**config.mk**
```make
export PLATFORM = sky130hd
export DESIGN_NAME = dma_slave_engine
export DESIGN_NICKNAME = d
export VERILOG_FILES = /design/src/rtl/dma_eng_pkg.sv /design/src/rtl/dma_strobe_sync.sv /design/src/rtl/dma_buf_ram.sv /design/src/rtl/dma_seq.sv /design/src/rtl/dma_slave_engine.sv
export SDC_FILE = /design/constraint.sdc
export NUM_CORES = 2
export LEC_CHECK = 0
export CORE_MARGIN = 5
export CORE_UTILIZATION = 60
export CTS_CLUSTER_SIZE = 12
export DETAILED_ROUTE_END_ITERATION = 8
export PLACE_DENSITY_LB_ADDON = 0.2
export SYNTH_ARGS = -nofsm -noshare
export SYNTH_HDL_FRONTEND = slang
export SYNTH_HIERARCHICAL = 1
export SYNTH_SLANG_ARGS = --single-unit
```
**constraint.sdc**
```tcl
create_clock -name clk -period 13.2 [get_ports clk]
set_clock_uncertainty 0.05 [all_clocks]
set_input_delay 2.64 -clock clk [delete_from_list [all_inputs] [get_ports clk]]
set_output_delay 2.64 -clock clk [all_outputs]
set_load 0.005 [all_outputs]
```
**src/rtl/dma_eng_pkg.sv**
```systemverilog
package dma_eng_pkg;

  typedef enum logic [1:0] {
    SEL_ADDR = 2'd0,
    SEL_CNT  = 2'd1,
    SEL_CTRL = 2'd2,
    SEL_NONE = 2'd3
  } cfg_sel_e;

  typedef struct packed {
    logic wr_n;
    logic rd_n;
    logic dack_n;
  } strobe_t;

  localparam int CTRL_EN_BIT  = 0;
  localparam int CTRL_DIR_BIT = 1;

endpackage

```
**src/rtl/dma_strobe_sync.sv**
```systemverilog
module dma_strobe_sync #(
  parameter int DATA_W = 8
) (
  input  logic              clk,
  input  logic              rst,
  input  logic              wr_n,
  input  logic              rd_n,
  input  logic              dack_n,
  input  logic [DATA_W-1:0] din,
  output logic              wr_rise,
  output logic              rd_rise,
  output logic              ack_held,
  output logic              rd_active,
  output logic [DATA_W-1:0] data_q
);
  import dma_eng_pkg::*;

  strobe_t           s1, s2;
  logic [DATA_W-1:0] d1, d2;

  always_ff @(posedge clk) begin
    if (rst) begin
      s1 <= '1;
      s2 <= '1;
      d1 <= '0;
      d2 <= '0;
    end else begin
      s1 <= '{wr_n: wr_n, rd_n: rd_n, dack_n: dack_n};
      s2 <= s1;
      d1 <= din;
      d2 <= d1;
    end
  end

  assign wr_rise   = s1.wr_n & ~s2.wr_n;
  assign rd_rise   = s1.rd_n & ~s2.rd_n;
  assign ack_held  = ~s2.dack_n;
  assign rd_active = ~s1.rd_n & ~s1.dack_n;
  assign data_q    = d2;

endmodule

```
**src/rtl/dma_buf_ram.sv**
```systemverilog
module dma_buf_ram #(
  parameter int ADDR_W = 8,
  parameter int DATA_W = 8
) (
  input  logic              clk,
  input  logic              we,
  input  logic [ADDR_W-1:0] waddr,
  input  logic [DATA_W-1:0] wdata,
  input  logic [ADDR_W-1:0] raddr,
  output logic [DATA_W-1:0] rdata
);
  localparam int DEPTH = 1 << ADDR_W;

  logic [DATA_W-1:0] mem [DEPTH];

  always_ff @(posedge clk) begin
    if (we) mem[waddr] <= wdata;
    rdata <= mem[raddr];
  end

endmodule

```
**src/rtl/dma_seq.sv**
```systemverilog
module dma_seq #(
  parameter int ADDR_W = 8,
  parameter int CNT_W  = 8,
  parameter int DATA_W = 8
) (
  input  logic              clk,
  input  logic              rst,
  input  logic              host_mode,
  input  logic              cfg_we,
  input  logic [1:0]        cfg_sel,
  input  logic [DATA_W-1:0] cfg_wdata,
  input  logic              wr_rise,
  input  logic              rd_rise,
  input  logic              ack_held,
  output logic              busy,
  output logic              dir_in,
  output logic              xfer,
  output logic [ADDR_W-1:0] ptr,
  output logic [CNT_W-1:0]  left,
  output logic              done
);
  import dma_eng_pkg::*;

  logic [ADDR_W-1:0] start_q;
  logic [CNT_W-1:0]  count_q;
  logic              en_req;

  assign xfer   = busy & ack_held & (dir_in ? wr_rise : rd_rise);
  assign en_req = cfg_we && (cfg_sel_e'(cfg_sel) == SEL_CTRL) && cfg_wdata[CTRL_EN_BIT];

  always_ff @(posedge clk) begin
    if (rst) begin
      start_q <= '0;
      count_q <= '0;
      busy    <= 1'b0;
      dir_in  <= 1'b0;
      ptr     <= '0;
      left    <= '0;
      done    <= 1'b0;
    end else begin
      if (cfg_we) begin
        case (cfg_sel_e'(cfg_sel))
          SEL_ADDR: start_q <= cfg_wdata[ADDR_W-1:0];
          SEL_CNT:  count_q <= cfg_wdata[CNT_W-1:0];
          SEL_CTRL: begin
            done   <= 1'b0;
            dir_in <= cfg_wdata[CTRL_DIR_BIT];
            if (cfg_wdata[CTRL_EN_BIT] && !host_mode) begin
              if (count_q == '0) begin
                done <= 1'b1;
                busy <= 1'b0;
              end else begin
                busy <= 1'b1;
                ptr  <= start_q;
                left <= count_q;
              end
            end else begin
              busy <= 1'b0;
            end
          end
          default: ;
        endcase
      end else if (xfer) begin
        ptr  <= ptr + ADDR_W'(1);
        left <= left - CNT_W'(1);
        if (left == CNT_W'(1)) begin
          busy <= 1'b0;
          done <= 1'b1;
        end
      end
      if (host_mode) busy <= 1'b0;
    end
  end


  busy_live_chk: assert property (@(posedge clk) disable iff (rst)
    busy |-> (left != '0));


  host_stop_chk: assert property (@(posedge clk) disable iff (rst)
    host_mode |=> !busy);


  last_byte_chk: assert property (@(posedge clk) disable iff (rst)
    (xfer && !cfg_we && left == CNT_W'(1)) |=> (!busy && done));


  ptr_step_chk: assert property (@(posedge clk) disable iff (rst)
    (xfer && !cfg_we) |=> (ptr == $past(ptr) + ADDR_W'(1)));


  zero_cnt_chk: assert property (@(posedge clk) disable iff (rst)
    (en_req && !host_mode && count_q == '0) |=> (done && !busy));

endmodule

```
**src/rtl/dma_slave_engine.sv**
```systemverilog
module dma_slave_engine #(
  parameter int ADDR_W = 8,
  parameter int CNT_W  = 8,
  parameter int DATA_W = 8
) (
  input  logic              clk,
  input  logic              rst,
  input  logic              host_mode,
  input  logic              cfg_we,
  input  logic [1:0]        cfg_sel,
  input  logic [DATA_W-1:0] cfg_wdata,
  input  logic              dack_n,
  input  logic              wr_n,
  input  logic              rd_n,
  input  logic [DATA_W-1:0] dma_din,
  output logic [DATA_W-1:0] dma_dout,
  output logic              dma_oe,
  output logic              drq_n,
  output logic [CNT_W-1:0]  left_cnt,
  output logic              done_irq
);

  logic              wr_rise, rd_rise, ack_held, rd_active;
  logic [DATA_W-1:0] data_q;
  logic              busy, dir_in, xfer, done;
  logic [ADDR_W-1:0] ptr;
  logic [CNT_W-1:0]  left;
  logic              oe_q;

  dma_strobe_sync #(.DATA_W(DATA_W)) sync_i (
    .clk(clk), .rst(rst), .wr_n(wr_n), .rd_n(rd_n), .dack_n(dack_n),
    .din(dma_din), .wr_rise(wr_rise), .rd_rise(rd_rise),
    .ack_held(ack_held), .rd_active(rd_active), .data_q(data_q)
  );

  dma_seq #(.ADDR_W(ADDR_W), .CNT_W(CNT_W), .DATA_W(DATA_W)) seq_i (
    .clk(clk), .rst(rst), .host_mode(host_mode), .cfg_we(cfg_we),
    .cfg_sel(cfg_sel), .cfg_wdata(cfg_wdata), .wr_rise(wr_rise),
    .rd_rise(rd_rise), .ack_held(ack_held), .busy(busy), .dir_in(dir_in),
    .xfer(xfer), .ptr(ptr), .left(left), .done(done)
  );

  dma_buf_ram #(.ADDR_W(ADDR_W), .DATA_W(DATA_W)) ram_i (
    .clk(clk), .we(xfer & dir_in), .waddr(ptr), .wdata(data_q),
    .raddr(ptr), .rdata(dma_dout)
  );

  always_ff @(posedge clk) begin
    if (rst) oe_q <= 1'b0;
    else     oe_q <= busy & ~dir_in & rd_active;
  end

  assign dma_oe   = oe_q;
  assign drq_n    = ~busy;
  assign left_cnt = left;
  assign done_irq = done;


  oe_dir_chk: assert property (@(posedge clk) disable iff (rst)
    dma_oe |-> ($past(busy) && !$past(dir_in)));

endmodule

```
=== Yosys cells after proc, flatten, opt, wreduce, memory -nomap -nowiden ===
Memory sizes are Yosys's and may differ from the RTL's. A register that Yosys moved wholly into a read port is not among the register bits.
Index checks and enable logic that the tools add are counted.

* Logic and storage cells: 77
* Latch bits: 0
* Output and inout bits: 19
* Memories: 1
* Bits of input ports: 25
* ROM bits: 0
* Bits in registers: 58
* Bits in writable memories: 2048

* Add/subtract/negate cells: 2
* Reductions and logical operators: 12
* Equal/unequal tests: 6
* Multiplexer cells: 25
* Divide/modulo/power cells: 0
* Shifts and indexed selects: 0
* Order comparisons: 0
* Bitwise operators: 15
* $mul: 0

{| class="wikitable"
|+ Memories
! name !! depth !! width !! read ports !! clocked after Yosys merged registers in !! wr ports !! RTL line !! text
|-
| ram_i.mem || 256 || 8 || 1 || 1 || 1 || dma_buf_ram.sv:14 || <nowiki>logic [DATA_W-1:0] mem [DEPTH];</nowiki>
|}

{| class="wikitable"
|+ Operators with widths
! operator !! count
|-
| $mux W8 || 10
|-
| $mux W1 || 15
|-
| $add A8 B1 Y8 const B || 1
|-
| $and A1 B1 Y1 || 8
|-
| $eq A8 B1 Y1 const B || 1
|-
| $logic_not A8 Y1 || 1
|-
| $sub A8 B1 Y8 const B || 1
|-
| $not A1 Y1 || 7
|-
| $reduce_and A2 Y1 || 3
|-
| $ne A2 B1 Y1 const B || 2
|-
| $reduce_and A4 Y1 || 1
|-
| $reduce_bool A2 Y1 || 2
|-
| $reduce_and A3 Y1 || 1
|-
| $eq A2 B1 Y1 const B || 1
|-
| $eq A2 B2 Y1 const B || 1
|-
| $logic_not A2 Y1 || 1
|-
| $ne A2 B2 Y1 const B || 1
|-
| $reduce_or A2 Y1 || 1
|-
| $logic_and A1 B1 Y1 || 1
|-
| $logic_not A1 Y1 || 1
|}

=== Longest topological paths before layout ===
* Depth in word-level cells: 7
* Mapped depth: 11
* Depth with buffers taken out: 6

=== Cells and area by module ===
The synthesis kept the hierarchy.

{| class="wikitable"
|+ By module, submodules not included
! module !! area each (um^2) !! instances !! cells an instance !! seq. area each (um^2)
|-
| dma_buf_ram || 79556.3 || 1 || 3733 || 61659.1
|-
| dma_seq || 1890.6 || 1 || 211 || 700.7
|-
| dma_strobe_sync || 616.8 || 1 || 50 || 440.4
|-
| dma_slave_engine || 42.5 || 1 || 4 || 20.0
|}

=== Worst setup path before layout ===
No wires, ideal clock.

* Kind: flip-flop to flip-flop
* Start point: register sync_i.d2[0], in the netlist sync_i/data_q[0]
* End point: memory ram_i.mem[0][0] (data pin)
* Required time: 12.298 ns
* Stages on the path, launching flop included: 1
* Arrival: 3.382 ns
* Path buffers: 0
* Setup slack: 8.916 ns
* Library setup time: 0.852 ns
* Period minus slack after synthesis: 4.284 ns
* Cells stage by stage: dfxtp_1

{| class="wikitable"
|+ RTL lines
! item !! RTL line !! text
|-
| from (decl) || dma_strobe_sync.sv:19 || <nowiki>logic [DATA_W-1:0] d1, d2;</nowiki>
|-
| from (signal assigned) || dma_strobe_sync.sv:26 || <nowiki>d2 <= '0;</nowiki>
|-
| from (signal assigned) || dma_strobe_sync.sv:31 || <nowiki>d2 <= d1;</nowiki>
|-
| to (decl) || dma_buf_ram.sv:14 ||
|}

No word-level cell before the write port.

==> results.tsv <==
stage	metric	value	unit
timing	setup violators final	0	
drt	DR vias/cell	6.86	
yosys	Area contributors post-synth	edfxtp_1 (75%), mux4_2 (12%), mux2i_1 (1.9%)	
grt	Total GRT Usage	0.270	
setup_path	critical-path maximum fanout	118	
setup_path	CP peak stage delay	1.15	ns
yosys	Yosys Warn Count	6	
clocking	PostCTS Resize Cnt	0	
floorplan	die area	144000	um2
setup_path	worst path bufs/invs	3	
clocking	Post-CTS Setup Repair Bufs	0	
finish	final cell count without fillers	5984	
min_path	min-delay worst type	reg -> reg	
timing	Fin Setup TNS	0	ns
yosys	EDFF count, synth	2048	
grt	GR Overflow Total	0	
yosys	syn avg cell area	20.5	um2
yosys	Post-Syn Instances	3998	
yosys	ys flop type	edfxtp_1	
drt	vias	41100	
power	Leakage	27.3	nW
yosys	post-synth top area share	0.749	
finish	layout cell share with drive strength beyond 1	0.195	
floorplan	Die H	380	um
finish	fin util	0.663	
grt	first-pass GRT wire length	284000	um
setup_path	CP required	13.81	ns
floorplan	I/O pin cnt	44	
grt	largest net degree at the start of global routing	201	
drt	Initial DRT Pass Iterations	6	
setup_path	critical path cell sequence	buf_4 > buf_12 > buf_4 > mux4_2 > mux4_2 > nor2b_1 > nor4_1 > nor4_1	
drt	drt wl/cell	32.5	um
timing	final hold violations	0	
floorplan	core footprint	136000	um2
timing	fmax	0.182	GHz
drt	DRC	0	
placed_design	port bufs	43	
setup_path	Slowest-stage cell, CP	nor4_1	
power	worst vdd ir	0.000135	V
finish	fin nets	4109	
yosys	Distinct cells, synth	76	
clocking	clk_lat worst skew	0.83	ns
finish	Area growth syn-to-layout	9.58	%
power	power density cells	142	nW/um2
clocking	hold bufs inserted after CTS	0	
setup_path	CP Data Arrival Time	6.10	ns
floorplan	die extent in x	380	um
status	status	finished clean	
yosys	net count after synthesis	4026	
clocking	CTS H-tree lvls	4	
placed_design	DP Worst Slack	7.84	ns
yosys	Seq/Total Area, Yosys	0.765	
timing	headroom to the max-slew limit	0.0698	
timing	fin crit share	0.415	
finish	commonest non-fill, non-tap cell in the layout	edfxtp_1	
grt	vias in the first global route	40700	
finish	leading cell types in the layout, fill and taps excluded	edfxtp_1 (2,048), mux4_2 (454), nor2_1 (307)	
drt	DR iter-0 viols	5846	
timing	RSZ-0062 raised after global routing	no	
placed_design	dpl cells	5654	
timing	Period minus WS final	5.48	ns
yosys	Synth area leader	edfxtp_1	
floorplan	Initial Util	0.605	
drt	post-route ant nets	0	
clocking	clock sink count	2114	
setup_path	cell family with most CP delay	buffers and inverters	
timing	count of pins over their slew limit	0	
drt	final WL	194000	um
job	Max Cap Viol	0	
timing	post-route setup slack	7.72	ns
setup_path	Crit. End Element	flip-flop	
setup_path	CP Class	reg -> reg	
floorplan	Rows	135	
placed_design	GPL Wtd Cong	0.884	
clocking	clk buf depth	3	
finish	FILL cells	8747	
yosys	async set-reset flop share out of synthesis	0	
yosys	mapped cell area	82100	um2
grt	initial antenna violation count	5	
setup_path	Critical Path Source Type	flip-flop	
yosys	synthesized flop and latch total	2114	
clocking	Root Buffer	clkbuf_16	
clocking	Num CTS Buffers	206	
clocking	clk slew on worst S/H paths	0.06	ns
timing	Least-Margin Pin Slew	1.38	ns
clocking	CTS tree	done	
placed_design	Post-DP HPWL	115000	um
[Yosys cell counts, types with 11 or more instances]
library cell / instances
o211ai_1: 11
a211oi_1: 17
o22ai_1: 32
nor2b_1: 49
nand3_1: 41
nor4_1: 26
buf_2: 35
o21ai_0: 14
mux4_2: 454
nor3_1: 28
nor2_1: 310
dfxtp_1: 66
buf_6: 23
buf_4: 31
a22oi_1: 138
edfxtp_1: 2048
clkbuf_1: 117
nand4_1: 11
mux2i_1: 154
buf_1: 22
nand2_1: 48
buf_8: 13
a221oi_1: 13
a21oi_1: 109
o221ai_1: 46
[state kept, by name, summed over array words and instances (netlist names), 8 cells and up]
name	count
seq_i/left	8
ram_i/rdata	8
sync_i/data_q	8
ram_i/mem	2048
sync_i/d1	8
seq_i/count_q	8
seq_i/ptr	8
seq_i/start_q	8
[report_power, final]
group / internal (mW) / switching, mW / total [mW] / leakage [nW]
clock network: 2.92 / 2.36 / 5.28 / 2.88
logic: 0.0452 / 0.102 / 0.147 / 4.73
registers: 7.33 / 0.0263 / 7.36 / 19.7
total: 10.3 / 2.49 / 12.8 / 27.3
[path summary, 6_finish.rpt]
| kind | startpoint | to | slack [ns] | cells past startpoint |
|---|---|---|---|---|
| max | seq_i/ptr[1] | ram_i/rdata[1] | 7.72 | 8 |
| min | sync_i/s1[2] | sync_i/s2[2] | 0.38 | 1 |
| max reg2reg | seq_i/ptr[1] | ram_i/rdata[1] | 7.72 | 8 |
| min reg2reg | sync_i/s1[2] | sync_i/s2[2] | 0.38 | 1 |
[cell type report]
cell class	count	area, um2	share of cell area
tap	1781	2230	0.0248
antenna	3	7.51	0.0000834
timing repair buffer	124	1120	0.0125
clock buffer	278	5550	0.0617
sequential	2114	62900	0.699
multi-input combinational	1623	17700	0.197
clock inverter	49	405	0.00451
inverter	12	45.0	0.000501
[kinds of logic after synthesis]
kind of cell	Yosys count	synth area share
simple gates	568	0.0326
flops	2114	0.765
buf+inv	261	0.0194
fa+ha+maj	3	0.000457
mux	611	0.144
compound gates	441	0.0384
[layer usage]
| layer | part of all wire | up-vias | global-route usage |
|---|---|---|---|
| met3 | 0.11 | 374 | 0.0592 |
| met1 | 0.39 | 21500 | 0.396 |
| li1 | - | 16800 | - |
| met4 | 0.035 | 0 | 0.0944 |
| met2 | 0.47 | 2452 | 0.413 |
| met5 | 0 | - | 0 |
[metrics by stage]
| stage | hold slack (ns) | area (um2) | power (mW) |
|---|---|---|---|
| finish | 0.381 | 90000 | 12.8 |
| detailed placement | 0.367 | 84000 | 7.65 |
| floorplan | 0.349 | 82100 | 7.59 |
| global route | 0.401 | 90000 | 13.2 |
| global placement | 0.363 | 84000 | 7.64 |
| CTS | 0.380 | 90000 | 12.9 |
(Power assumes the default switching activity.)
